`src/rtl/cfg_init_pkg.sv`:
```
package cfg_init_pkg;

  typedef struct packed {
    logic [7:0]  addr;
    logic [15:0] data;
  } reg_wr_t;

  localparam int unsigned N_WR = 6;

  typedef enum logic [2:0] {
    E_IDLE, E_START, E_SLOT, E_FREE, E_DONE
  } eng_st_t;

  typedef enum logic [1:0] {
    S_ISSUE, S_WAIT, S_FIN
  } seq_st_t;

  // bank A entries, bank select, then bank B entries
  function automatic reg_wr_t wr_entry(input int idx);
    case (idx)
      0:       return '{addr: 8'h08, data: 16'hDD00};
      1:       return '{addr: 8'h48, data: 16'h0040};
      2:       return '{addr: 8'h01, data: 16'h0004};
      3:       return '{addr: 8'h06, data: 16'h000A};
      4:       return '{addr: 8'h3B, data: 16'h02B0};
      default: return '{addr: 8'h5F, data: 16'h8984};
    endcase
  endfunction

endpackage

```
`src/rtl/cfg_quarter_timer.sv`:
```
module cfg_quarter_timer #(
  parameter int unsigned QTR = 32
) (
  input  logic clk,
  input  logic rst_n,
  input  logic clr,
  output logic tick
);
  localparam int unsigned CW = (QTR > 1) ? $clog2(QTR) : 1;

  logic [CW-1:0] cnt;

  assign tick = (cnt == CW'(QTR - 1));

  always_ff @(posedge clk) begin
    if (!rst_n)          cnt <= '0;
    else if (clr || tick) cnt <= '0;
    else                 cnt <= cnt + 1'b1;
  end
endmodule

```
`src/rtl/cfg_wire_engine.sv`:
```
module cfg_wire_engine
  import cfg_init_pkg::*;
#(
  parameter int unsigned QTR = 32,
  parameter logic [7:0]  DEV = 8'hB8
) (
  input  logic        clk,
  input  logic        rst_n,
  input  logic        go,
  input  logic [7:0]  reg_addr,
  input  logic [15:0] reg_data,
  output logic        scl_low,
  output logic        sda_low,
  output logic        done,
  output logic        idle
);
  localparam logic [3:0] ACK_BIT  = 4'd8;
  localparam logic [2:0] STOP_IDX = 3'd4;

  eng_st_t    st;
  logic [1:0] qtr;
  logic [3:0] bit_idx;
  logic [2:0] byte_idx;
  logic [7:0] sh;
  logic       sda_q;
  logic       tick;
  logic [7:0] next_byte;
  logic       stop_slot, data_bit, bit_low;

  cfg_quarter_timer #(.QTR(QTR)) u_tmr (
    .clk(clk), .rst_n(rst_n), .clr(idle), .tick(tick)
  );

  assign idle      = (st == E_IDLE);
  assign done      = (st == E_DONE);
  assign stop_slot = (byte_idx == STOP_IDX);
  assign data_bit  = !stop_slot && (bit_idx != ACK_BIT);
  assign bit_low   = stop_slot ? 1'b1 : ((bit_idx == ACK_BIT) ? 1'b0 : ~sh[7]);

  assign scl_low = (st == E_SLOT) && !qtr[1];
  assign sda_low = (st == E_START) || ((st == E_SLOT) && sda_q);

  always_comb begin
    case (byte_idx + 3'd1)
      3'd1:    next_byte = reg_addr;
      3'd2:    next_byte = reg_data[15:8];
      3'd3:    next_byte = reg_data[7:0];
      default: next_byte = DEV;
    endcase
  end

  always_ff @(posedge clk) begin
    if (!rst_n) begin
      st       <= E_IDLE;
      qtr      <= '0;
      bit_idx  <= '0;
      byte_idx <= '0;
      sh       <= '0;
      sda_q    <= 1'b0;
    end else begin
      case (st)
        E_IDLE: if (go) begin
          st       <= E_START;
          qtr      <= '0;
          bit_idx  <= '0;
          byte_idx <= '0;
          sh       <= DEV;
          sda_q    <= 1'b1;
        end
        E_START: if (tick) begin
          qtr <= qtr + 2'd1;
          if (qtr == 2'd1) begin
            st  <= E_SLOT;
            qtr <= '0;
          end
        end
        E_SLOT: if (tick) begin
          qtr <= qtr + 2'd1;
          if (qtr == 2'd0) begin
            sda_q <= bit_low;
            if (data_bit) sh <= {sh[6:0], 1'b0};
          end
          if (qtr == 2'd3) begin
            if (stop_slot) begin
              st <= E_FREE;
            end else if (bit_idx == ACK_BIT) begin
              bit_idx  <= '0;
              byte_idx <= byte_idx + 3'd1;
              sh       <= next_byte;
            end else begin
              bit_idx <= bit_idx + 4'd1;
            end
          end
        end
        E_FREE: if (tick) begin
          qtr <= qtr + 2'd1;
          if (qtr == 2'd3) st <= E_DONE;
        end
        default: st <= E_IDLE;
      endcase
    end
  end
endmodule

```
`src/rtl/cfg_init_seq.sv`:
```
module cfg_init_seq
  import cfg_init_pkg::*;
(
  input  logic        clk,
  input  logic        rst_n,
  input  logic        eng_done,
  output logic        go,
  output logic [7:0]  reg_addr,
  output logic [15:0] reg_data,
  output logic        init_done
);
  localparam int unsigned IW = (N_WR > 1) ? $clog2(N_WR) : 1;

  seq_st_t       st;
  logic [IW-1:0] idx;
  reg_wr_t       cur;

  assign cur       = wr_entry(int'(idx));
  assign reg_addr  = cur.addr;
  assign reg_data  = cur.data;
  assign go        = (st == S_ISSUE);
  assign init_done = (st == S_FIN);

  always_ff @(posedge clk) begin
    if (!rst_n) begin
      st  <= S_ISSUE;
      idx <= '0;
    end else begin
      case (st)
        S_ISSUE: st <= S_WAIT;
        S_WAIT: if (eng_done) begin
          if (idx == IW'(N_WR - 1)) begin
            st <= S_FIN;
          end else begin
            idx <= idx + 1'b1;
            st  <= S_ISSUE;
          end
        end
        default: st <= S_FIN;
      endcase
    end
  end
endmodule

```
`src/rtl/sensor_reg_init.sv`:
```
module sensor_reg_init #(
  parameter int unsigned QTR = 32
) (
  input  logic clk,
  input  logic rst_n,
  output logic scl_pull_low,
  output logic sda_pull_low,
  output logic init_done
);
  logic        go, eng_done, eng_idle;
  logic [7:0]  reg_addr;
  logic [15:0] reg_data;

  cfg_init_seq u_seq (
    .clk(clk), .rst_n(rst_n), .eng_done(eng_done), .go(go),
    .reg_addr(reg_addr), .reg_data(reg_data), .init_done(init_done)
  );

  cfg_wire_engine #(.QTR(QTR), .DEV(8'hB8)) u_eng (
    .clk(clk), .rst_n(rst_n), .go(go), .reg_addr(reg_addr), .reg_data(reg_data),
    .scl_low(scl_pull_low), .sda_low(sda_pull_low), .done(eng_done), .idle(eng_idle)
  );
endmodule

```
`config.mk`:
```
export PLATFORM = sky130hd
export DESIGN_NAME = sensor_reg_init
export DESIGN_NICKNAME = d
export VERILOG_FILES = /design/src/rtl/cfg_init_pkg.sv /design/src/rtl/cfg_quarter_timer.sv /design/src/rtl/cfg_wire_engine.sv /design/src/rtl/cfg_init_seq.sv /design/src/rtl/sensor_reg_init.sv
export SDC_FILE = /design/constraint.sdc
export NUM_CORES = 1
export LEC_CHECK = 0
export BUFFER_PORTS_ARGS = -buffer_cell sky130_fd_sc_hd__buf_2
export CAP_MARGIN = 20
export CORE_ASPECT_RATIO = 1.1
export CORE_UTILIZATION = 40
export CTS_CLUSTER_SIZE = 30
export DETAILED_ROUTE_END_ITERATION = 6
export SLEW_MARGIN = 10
export SYNTH_ARGS = -nofsm -noshare
export SYNTH_HDL_FRONTEND = slang
export SYNTH_HIERARCHICAL = 1
export SYNTH_SLANG_ARGS = --single-unit
export TNS_END_PERCENT = 10
```
`constraint.sdc`:
```
create_clock -name clk -period 4.2 [get_ports clk]
set_input_delay 0.21 -clock clk [delete_from_list [all_inputs] [get_ports clk]]
set_output_delay 0.21 -clock clk [all_outputs]
set_load 0.005 [all_outputs]
```
==> results.tsv, run 1 <==
stage	metric	value	unit
min_path	hold path start	rst_n	
finish	Layout area overhead	3.34	%
sta	Max transition margin	48.1	%
placed_design	Placed Cells	311	
finish	share of layout cells above drive strength 1	12.3	%
synthesis	Async S/R FF share, synth	0	%
setup_path	crit path launch type	flop	
route	1st-pass router iterations	7	
synthesis	number of flops mapped to enable cells by yosys	0	
setup_path	CP bufs+invs	1	
setup_path	Levels on crit path	9	
cts	# hold bufs at CTS	0	
die	IO Pins	5	
setup_path	Worst Path Arrival	2450	ps
global_routing	global-route wire length before repair	7.43	mm
sta	setup ws final	1930	ps
cts	clock root buffer	clkbuf_8	
setup_path	Crit Path Class	flop to flop	
route	final WL	4.38	mm
synthesis	largest area contributor in the netlist	dfxtp_1	
die	Die Area	5930	sq um
placed_design	pre-CTS setup slack	1940	ps
placed_design	Port Buffers	4	
route	DR DRC count	3	
setup_path	Critical Path Max Stage Delay	400	ps
sta	min Tclk post-route	2270	ps
power_and_ir_drop	Peak VDD IR	0.178	mV
min_path	hold path depth	2	
min_path	Hold WC Path Type	primary input to flop	
setup_path	R2R Path End	u_eng/sh[1]$_SDFFE_PN0P_	
synthesis	syn avg cell area	8.86	sq um
sta	Setup TNS	0	ps
sta	RSZ-0062 raised after global routing	no	
setup_path	slowest CP cell	dfxtp_1	
sta	Least-Margin Pin Slew	778	ps
die	Die W	73.5	microns
setup_path	critical path required time	4380	ps
synthesis	top cell type's share of synthesized area	27.6	%
cts	Post-CTS Resized	0	
setup_path	Reg2Reg Depth	9	
route	vias per cell	5.59	
setup_path	CP endpoint kind	flop	
synthesis	Syn Inst Count	254	
sta	Final Max Slew Viols	0	
placed_design	HPWL after detailed placement	3.21	mm
cts	H-tree Lvls	2	
route	ANT nets after route	0	
die	core footprint	5400	sq um
cts	clk sinks	31	
die	die height	80.7	microns
route	WL/cell	13.7	microns
power_and_ir_drop	PD cells	284	nW/um^2
route	Vias	1783	
finish	ANT cells	0	
synthesis	post-synth cell types	57	
sta	Clock Skews	7.59	ps
cts	TritonCTS buffer count	5	
flow_run	Max Cap Viol	0	
synthesis	Seq/Total Area, Yosys	27.6	%
cts	TritonCTS clock tree	yes	
global_routing	Overflow after GRT	0	
route	initial DRC count	134	
sta	final period utilization	54.1	%
finish	fin area	2320	sq um
global_routing	initial antenna violation count	0	
power_and_ir_drop	leakage	0.853	nW
synthesis	Seq cells post-synth	31	
synthesis	Synth Flop Type	dfxtp_1	
global_routing	Overall Global Routing Usage	16.1	%
die	Row Count	28	
synthesis	mapped cell area	2250	sq um
setup_path	critical-path cell list	inv_1, ha_1, nor3_1, o21bai_1, and2_1, a222oi_1, o211a_1, o31ai_1, o2bb2ai_1	
cts	clock transition at the registers of the reported paths	70	ps
placed_design	Placer Congestion	0.775	
global_routing	vias in the first global route	1560	
cts	CTS max path bufs	2	
status	failing checks	design-rule violations	
setup_path	Crit Path Max Fanout	8	
setup_path	FF-to-FF setup slack	1930	ps
status	status	finished, violations left	
finish	final cell count without fillers	319	
synthesis	synth warn	6	
sta	final hold vios	0	
finish	final net count	262	
setup_path	origin of the critical flop-to-flop path	u_seq/idx[1]$_SDFFE_PN0P_	
cts	Setup Buffers After CTS	0	
placed_design	placed cell areas	2210	sq um
setup_path	CP delay by family, top	compound AO/OA/AOI/OAI gates	
sta	fmax	440	MHz
synthesis	Synth area leaders	dfxtp_1, ha_1, buf_4, a222oi_1, a21oi_1	
min_path	Hold EP	u_eng/sda_q$_SDFFE_PN0P_	
die	starting density of the core	41.7	%
cts	Clock Latency Late Sink	280	ps
global_routing	pin count of the biggest net entering global routing	20	
sta	Final Setup Violations	0	
[power by group]
part	leakage, nW	internal (mW)	switching, mW
registers	0.252	0.301	0.00804
logic	0.540	0.0190	0.0255
clock network	0.0612	0.192	0.116
[stage by stage]
step / total power, mW / hold slack (ps) / utilization, %
3_5_place_dp: 0.360 / 446 / 40.9
3_3_place_gp: 0.360 / 435 / 40.9
6_report: 0.661 / 340 / 43.1
5_1_grt: 0.691 / 356 / 43.1
2_1_floorplan: 0.350 / 341 / -
4_1_cts: 0.670 / 335 / 43.1
[Yosys cell counts (all sizes together), types with 8 or more instances]
| cell | instances |
|---|---|
| nor3 | 8 |
| a21oi | 16 |
| nand3 | 8 |
| nand2 | 13 |
| nor2 | 15 |
| mux2i | 8 |
| inv | 12 |
| buf | 21 |
| ha | 17 |
| a222oi | 8 |
| dfxtp | 31 |
| o21ai | 14 |
[cell type report]
type / count / area [sq um]
fillers: 548 / 3070
clock buffers: 6 / 82.6
inverters: 12 / 45.0
well taps: 75 / 93.8
multi-input cells: 189 / 1430
repair buffers: 4 / 20.0
clock inverters: 2 / 35.0
flip-flops and latches: 31 / 621
[flip-flops by register name, indices dropped and copies added, names as in the netlist]
| register | flops |
|---|---|
| u_eng/qtr | 2 |
| u_eng/st | 3 |
| u_seq/st | 2 |
| u_eng/u_tmr/cnt | 5 |
| u_eng/bit_idx | 4 |
| u_eng/byte_idx | 3 |
| u_seq/idx | 3 |
| u_eng/sda_q | 1 |
| u_eng/sh | 8 |
[cell usage in the layout (no fill, tap or decap), types with 2 or more instances in the layout]
cell type  synthesis  final
a31oi_1            2      2
o211a_1            3      3
a21bo_2            2      2
buf_2              2      4
inv_1             11     11
o21ai_0           13     13
o2bb2ai_1          4      4
o31ai_1            4      4
nand3b_1           5      5
a221oi_1           4      4
o211ai_1           2      2
and2_1             4      4
or2_2              5      5
nand2b_1           7      7
nor2_1            15     15
or3b_1             2      2
nor3b_1            2      2
dfxtp_1           31     31
or3_1              2      2
nand2_1           13     13
a21oi_1           15     15
a222oi_1           8      8
clkbuf_8           0      6
o21bai_1           2      2
xnor2_1            3      3
conb_1             1      3
nor3_1             8      8
mux2i_1            7      7
ha_1              17     17
nand3_1            8      8
and3_1             4      4
nor2b_1            4      4
[layer usage]
layer / part of all wire, % / vias to the layer above / global-route usage [%] / wire (microns)
met4: 1.1 / 0 / 5.00 / 49
met1: 49 / 835 / 21.8 / 2150
li1: - / 895 / - / -
met5: 0 / - / 0 / 0
met3: 4.0 / 4 / 2.76 / 177
met2: 46 / 49 / 25.7 / 2010
[cells by family after synthesis]
group	after synthesis	share of synthesized area (%)
buffers and inverters	36	9.29
adders and majority gates	17	9.45
xor gates and xnor gates	4	1.56
AOI/OAI and AO/OA	70	24.7
DFF	31	27.6
and+or+nand+nor	86	22.6
muxes	9	4.62
other	1	0.167
[worst max path at each step]
stage | from | to
global placement | u_seq/idx[1]$_SDFFE_PN0P_ | u_eng/sh[1]$_SDFFE_PN0P_
finish | u_seq/idx[1]$_SDFFE_PN0P_ | u_eng/sh[1]$_SDFFE_PN0P_
global route | u_seq/idx[1]$_SDFFE_PN0P_ | u_eng/sh[1]$_SDFFE_PN0P_
CTS | u_seq/idx[1]$_SDFFE_PN0P_ | u_eng/sh[1]$_SDFFE_PN0P_
floorplan | u_seq/idx[1]$_SDFFE_PN0P_ | u_eng/sh[1]$_SDFFE_PN0P_
detailed placement | u_seq/idx[1]$_SDFFE_PN0P_ | u_eng/sh[1]$_SDFFE_PN0P_
No activity file was read; power rests on OpenSTA's default activity.
==> run 2: changes to the inputs <==
==> constraint.sdc (replaced) <==
create_clock -name clk -period 2.3 [get_ports clk]
set_input_delay 0.115 -clock clk [delete_from_list [all_inputs] [get_ports clk]]
set_output_delay 0.115 -clock clk [all_outputs]
set_load 0.005 [all_outputs]
==> results.tsv, run 2 (synthesized netlist as in run 1, its figures left out) <==
stage	metric	value	unit	change
status	status	complete, no violations		
global_routing	global-route wire length before repair	8.24	mm	+11%
cts	TritonCTS buffer count	5		unchanged
route	vias per cell	5.53		-1.1%
power_and_ir_drop	Peak VDD IR	0.290	mV	+63%
route	DR DRC count	0		-3
power_and_ir_drop	PD cells	475	nW/um^2	+67%
sta	Final Setup Violations	0		unchanged
finish	Layout area overhead	5.78	%	
min_path	Hold WC Path Type	primary input to flop		
finish	ANT cells	0		unchanged
sta	fmax	477	MHz	+8.4%
placed_design	placed cell areas	2270	sq um	+3.1%
placed_design	Port Buffers	4		unchanged
die	Row Count	28		unchanged
cts	CTS max path bufs	2		unchanged
sta	final hold vios	0		unchanged
die	Die Area	5930	sq um	unchanged
finish	Largest register FFs	8		unchanged
sta	min Tclk post-route	2090	ps	-177 ps
route	final WL	4.65	mm	+6.2%
finish	commonest non-fill, non-tap cell in the layout	dfxtp_1		
setup_path	Crit Path Class	flop to flop		
power_and_ir_drop	leakage	0.893	nW	+4.6%
cts	H-tree Lvls	2		unchanged
die	core footprint	5400	sq um	unchanged
die	IO Pins	5		unchanged
placed_design	HPWL after detailed placement	3.37	mm	+4.9%
die	starting density of the core	41.7	%	unchanged
finish	# fillers	562		+2.6%
cts	Clock Latency Late Sink	280	ps	about the same
global_routing	Overall Global Routing Usage	18.0	%	+1.9 points
sta	hold_ws	146	ps	-195 ps
placed_design	Placed Cells	320		+2.9%
sta	Clock Skews	5.55	ps	-2.04 ps
route	WL/cell	14.2	microns	+3.3%
setup_path	CP endpoint kind	flop		
sta	Final Max Slew Viols	0		unchanged
global_routing	Overflow after GRT	0		unchanged
finish	Util after Layout	44.1	%	+1.0 points
finish	biggest regs	u_eng/sh (8), u_eng/u_tmr/cnt (5), u_eng/bit_idx (4)		
die	die height	80.7	microns	unchanged
finish	fin area	2380	sq um	+2.4%
sta	Setup TNS	0	ps	unchanged
global_routing	vias in the first global route	1738		+11%
setup_path	Worst Path Arrival	2290	ps	-160 ps
route	1st-pass router iterations	4		-3
route	initial DRC count	156		+16%
cts	TritonCTS clock tree	yes		
die	Die W	73.5	microns	unchanged
power_and_ir_drop	Design Power	1.13	mW	+71%
setup_path	critical path required time	2500	ps	-1880 ps
flow_run	Max Cap Viol	0		unchanged
cts	Setup Buffers After CTS	0		unchanged
sta	RSZ-0062 raised after global routing	no		
setup_path	Crit Path Max Fanout	7		-1
cts	clock root buffer	clkbuf_8		
setup_path	crit path launch type	flop		
cts	clk sinks	31		unchanged
finish	final cell count without fillers	328		+2.8%
global_routing	initial antenna violation count	0		unchanged
finish	final net count	271		+3.4%
placed_design	Placer Congestion	0.755		-2.6%
route	Vias	1814		+1.7%
sta	setup ws final	205	ps	-1720 ps
finish	most frequent cells in the layout	dfxtp_1, ha_1, a21oi_1, nor2_1		
route	ANT nets after route	0		unchanged
sta	final period utilization	91.1	%	+37 points
finish	share of layout cells above drive strength 1	15.4	%	+3.1 points
global_routing	pin count of the biggest net entering global routing	19		-5.0%
finish	largest reg by FF count	u_eng/sh		
cts	clock transition at the registers of the reported paths	70	ps	about the same
placed_design	pre-CTS setup slack	147	ps	-1790 ps
-- run 2: where the power goes --
part | switching (mW) | total [mW] | internal, mW
clock network | 0.208 | 0.481 | 0.273
logic | 0.0508 | 0.0882 | 0.0374
registers | 0.0113 | 0.561 | 0.550
-- run 2: critical path: stages, from the launching register on --
cell	delay (ps)
dfxtp_1	420
inv_1	110
ha_1	210
buf_4	170
o41ai_4	370
a222oi_1	160
or2_2	300
a221oi_1	270
-- run 2: metal layers --
metal,GRT usage (%),routed length (microns),vias to the layer above,part of all wire [%]
li1,-,-,905,-
met1,23.0,2170,868,47
met2,29.5,2240,35,48
met3,3.14,165,6,3.5
met4,7.12,74,0,1.6
met5,0,0,-,0
-- run 2: timing repair --
action,in CTS,in global routing
hold buffers,0,0
endpoints found under the setup margin,0,1
resized for setup,0,1
-- run 2: area by class of cell --
cell class | instances | area, sq um | area share (%)
clock buffers | 8 | 100 | 4.21
inverters | 12 | 45.0 | 1.89
multi-input cells | 189 | 1430 | 60.2
flip-flops and latches | 31 | 621 | 26.1
well taps | 75 | 93.8 | 3.94
repair buffers | 13 | 87.6 | 3.68
-- run 2: final timing paths --
check	start	to	slack, ps	depth (start not counted)
setup / recovery	u_seq/idx[1]$_SDFFE_PN0P_	u_eng/sh[7]$_SDFFE_PN0P_	210	7
hold / removal	rst_n	u_eng/qtr[1]$_SDFFE_PN0P_	150	3
setup reg to reg	u_seq/idx[1]$_SDFFE_PN0P_	u_eng/sh[7]$_SDFFE_PN0P_	210	7
hold reg to reg	u_eng/u_tmr/cnt[0]$_SDFF_PP0_	u_eng/u_tmr/cnt[0]$_SDFF_PP0_	440	1
==> run 3: changes to the inputs <==
--- a/config.mk
+++ b/config.mk
@@ -14,6 +14,5 @@
 export SLEW_MARGIN = 10
 export SYNTH_ARGS = -nofsm -noshare
 export SYNTH_HDL_FRONTEND = slang
-export SYNTH_HIERARCHICAL = 1
 export SYNTH_SLANG_ARGS = --single-unit
 export TNS_END_PERCENT = 10
==> results.tsv, run 3 <==
stage	metric	value	unit	change
status	status	complete, no violations		
route	vias per cell	5.95		+7.7%
synthesis	largest area contributor in the netlist	dfxtp_1		
finish	most frequent cells in the layout	dfxtp_1, nor2_1, ha_1		
placed_design	pre-CTS setup slack	229	ps	+81.6 ps
sta	Max transition margin	46.0	%	
sta	final hold vios	0		unchanged
route	Routed met3 length	142	microns	-14%
power_and_ir_drop	leakage	0.838	nW	-6.1%
cts	clock root buffer	clkbuf_8		
die	core footprint	5070	sq um	-6.1%
die	starting density of the core	42.3	%	+0.65 points
cts	H-tree Lvls	2		unchanged
route	WL/cell	15.2	microns	+7.3%
route	initial DRC count	164		+5.1%
cts	# hold bufs at CTS	0		unchanged
finish	Util after Layout	44.8	%	+0.71 points
finish	fin area	2270	sq um	-4.6%
min_path	Hold WC Path Type	primary input to flop		
power_and_ir_drop	Design Power	1.26	mW	+12%
setup_path	crit path launch type	flop		
route	1st-pass router iterations	6		+2
finish	largest reg by FF count	u_eng.sh		
sta	hold_ws	176	ps	+30.0 ps
power_and_ir_drop	Switching Power	0.350	mW	+30%
power_and_ir_drop	Gate power share	13.9	%	+6.1 points
power_and_ir_drop	sequential share of power	47.1	%	-2.6 points
flow_run	Max Cap Viol	0		unchanged
cts	clock transition at the registers of the reported paths	70	ps	about the same
cts	Clock Latency Late Sink	290	ps	about the same
sta	Final Setup Violations	0		unchanged
setup_path	critical path required time	2450	ps	-50 ps
cts	TritonCTS clock tree	yes		
route	Vias	1816		+0.11%
sta	Final Max Slew Viols	0		unchanged
die	Die Area	5660	sq um	-4.5%
finish	Layout area overhead	5.83	%	about the same
die	Row Count	27		-3.6%
synthesis	number of flops mapped to enable cells by yosys	0		unchanged
sta	min Tclk post-route	2110	ps	+19.9 ps
setup_path	CP delay by family, top	compound AO/OA/AOI/OAI gates		
synthesis	Seq cells post-synth	31		unchanged
global_routing	vias in the first global route	1663		-4.3%
route	metal1 wirelength	2.26	mm	+4.2%
cts	Post-CTS Resized	0		unchanged
synthesis	synth warn	0		-6
cts	Setup Buffers After CTS	0		unchanged
synthesis	Async S/R FF share, synth	0	%	unchanged
cts	clk sinks	31		unchanged
die	die height	78.8	microns	-2.3%
sta	setup ws final	185	ps	-19.9 ps
finish	ANT cells	0		unchanged
cts	CTS max path bufs	2		unchanged
power_and_ir_drop	Peak VDD IR	0.253	mV	-13%
finish	# fillers	523		-6.9%
setup_path	Critical Path Max Stage Delay	650	ps	+230 ps
placed_design	placed cell areas	2170	sq um	-4.7%
setup_path	Worst Path Arrival	2270	ps	-20 ps
synthesis	most numerous cell in the Yosys netlist	dfxtp_1		
finish	commonest non-fill, non-tap cell in the layout	dfxtp_1		
sta	Setup TNS	0	ps	unchanged
sta	final period utilization	91.9	%	+0.86 points
synthesis	Synth top cells by count	dfxtp_1, nor2_1, ha_1, inv_1, o21ai_0		
placed_design	HPWL after detailed placement	3.40	mm	+0.97%
global_routing	pin count of the biggest net entering global routing	18		-1
synthesis	Synth Flop Type	dfxtp_1		
synthesis	Syn Inst Count	245		-3.5%
sta	Least-Margin Pin Slew	805	ps	
power_and_ir_drop	Switching Share	27.8	%	+3.9 points
global_routing	initial antenna violation count	0		unchanged
placed_design	Port Buffers	4		unchanged
die	Die W	71.8	microns	-2.3%
sta	RSZ-0062 raised after global routing	no		
synthesis	Seq/Total Area, Yosys	28.9	%	+1.3 points
placed_design	Placed Cells	297		-7.2%
synthesis	syn avg cell area	8.76	sq um	-1.1%
setup_path	critical-path cell list	ha_1, xnor2_1, o31ai_2, a311oi_1, a221oi_1		
synthesis	post-synth cell types	65		+14%
finish	final net count	265		-2.2%
cts	TritonCTS buffer count	5		unchanged
global_routing	global-route wire length before repair	7.85	mm	-4.8%
setup_path	Crit Path Class	flop to flop		
route	DR DRC count	0		unchanged
setup_path	slowest CP cell	xnor2_1		
finish	final cell count without fillers	305		-7.0%
die	IO Pins	5		unchanged
route	ANT nets after route	0		unchanged
route	met2 wire len	2.13	mm	-5.0%
sta	fmax	473	MHz	-0.94%
finish	biggest regs	u_eng.sh (8), u_eng.u_tmr.cnt (5), u_eng.bit_idx (4)		
synthesis	top cell type's share of synthesized area	28.9	%	+1.3 points
synthesis	mapped cell area	2150	sq um	-4.6%
power_and_ir_drop	cell internal pwr	0.911	mW	+5.8%
route	Top Metal Used	met4		
synthesis	Synth area leaders	dfxtp_1, ha_1, nor2_1, mux2i_1, o21ai_0		
global_routing	Overall Global Routing Usage	17.7	%	-0.25 points
sta	Clock Skews	2.80	ps	-2.75 ps
setup_path	CP bufs+invs	0		-2
global_routing	Overflow after GRT	0		unchanged
setup_path	Crit Path Max Fanout	11		+4
synthesis	syn nets	264		
setup_path	CP endpoint kind	flop		
finish	area taken by multi-input logic gates	1370	sq um	-4.3%
placed_design	Placer Congestion	0.787		+4.2%
power_and_ir_drop	PD cells	555	nW/um^2	+17%
power_and_ir_drop	clock power share	39.0	%	-3.5 points
finish	Reg area	621	sq um	unchanged
finish	Largest register FFs	8		unchanged
route	final WL	4.65	mm	-0.19%
finish	share of layout cells above drive strength 1	13.8	%	-1.6 points
## run 3: cell types whose count changed in the layout (fill, tap and decap cells not counted), moves of 3 or more
cell       before  now
a211oi_1        1    7
nor2_1         15   20
o211a_1         3    0
nand3b_1        5    2
inv_1          11   16
a21oi_1        15   11
a222oi_1        8    0
conb_1          3    0
or2_2           5    2
buf_4           9    3
o2bb2ai_1       4    0
nand2b_1        7    2
## run 3: final cells by class
cell class,count,area share [%]
clock inverters,1,0.331
clock buffers,7,4.24
inverters,16,2.64
flip-flops and latches,31,27.3
multi-input cells,185,60.4
repair buffers,7,1.87
well taps,58,3.20
## run 3: cells by family (layout without fill, tap and decap cells)
family | Yosys count | after routing | share of synthesized area, %
flip-flops | 31 | 31 | 28.9
XOR/XNOR | 5 | 5 | 2.04
buffers and inverters | 29 | 31 | 7.17
AO/OA/AOI/OAI | 72 | 72 | 25.9
AND/OR/NAND/NOR | 83 | 83 | 22.2
multiplexers | 8 | 8 | 3.79
adder cells (fa/ha/maj) | 17 | 17 | 9.91
## run 3: worst paths after layout
| path | start | to | slack, ps | depth (start not counted) |
|---|---|---|---|---|
| max reg2reg | u_eng.byte_idx[0]$_SDFFE_PN0P_ | u_eng.sh[3]$_SDFFE_PN0P_ | 190 | 5 |
| min reg2reg | u_eng.u_tmr.cnt[0]$_SDFF_PP0_ | u_eng.u_tmr.cnt[0]$_SDFF_PP0_ | 440 | 1 |
| max | u_eng.byte_idx[0]$_SDFFE_PN0P_ | u_eng.sh[3]$_SDFFE_PN0P_ | 190 | 5 |
| min | rst_n | u_eng.sh[0]$_SDFFE_PN0P_ | 180 | 2 |
## run 3: power by group through the flow
stage	clock [mW]	combinational, mW	sequential [mW]
finish	0.492	0.175	0.594
global route	0.533	0.196	0.598
CTS	0.505	0.176	0.593
detailed placement	0	0.175	0.606
global placement	0	0.176	0.606
floorplan	0	0.147	0.590
## run 3: routing by layer
| layer | global-route usage [%] | vias up |
|---|---|---|
| met1 | 21.9 | 858 |
| met5 | 0 | - |
| met3 | 4.44 | 12 |
| met4 | 7.45 | 0 |
| met2 | 29.1 | 32 |
| li1 | - | 914 |
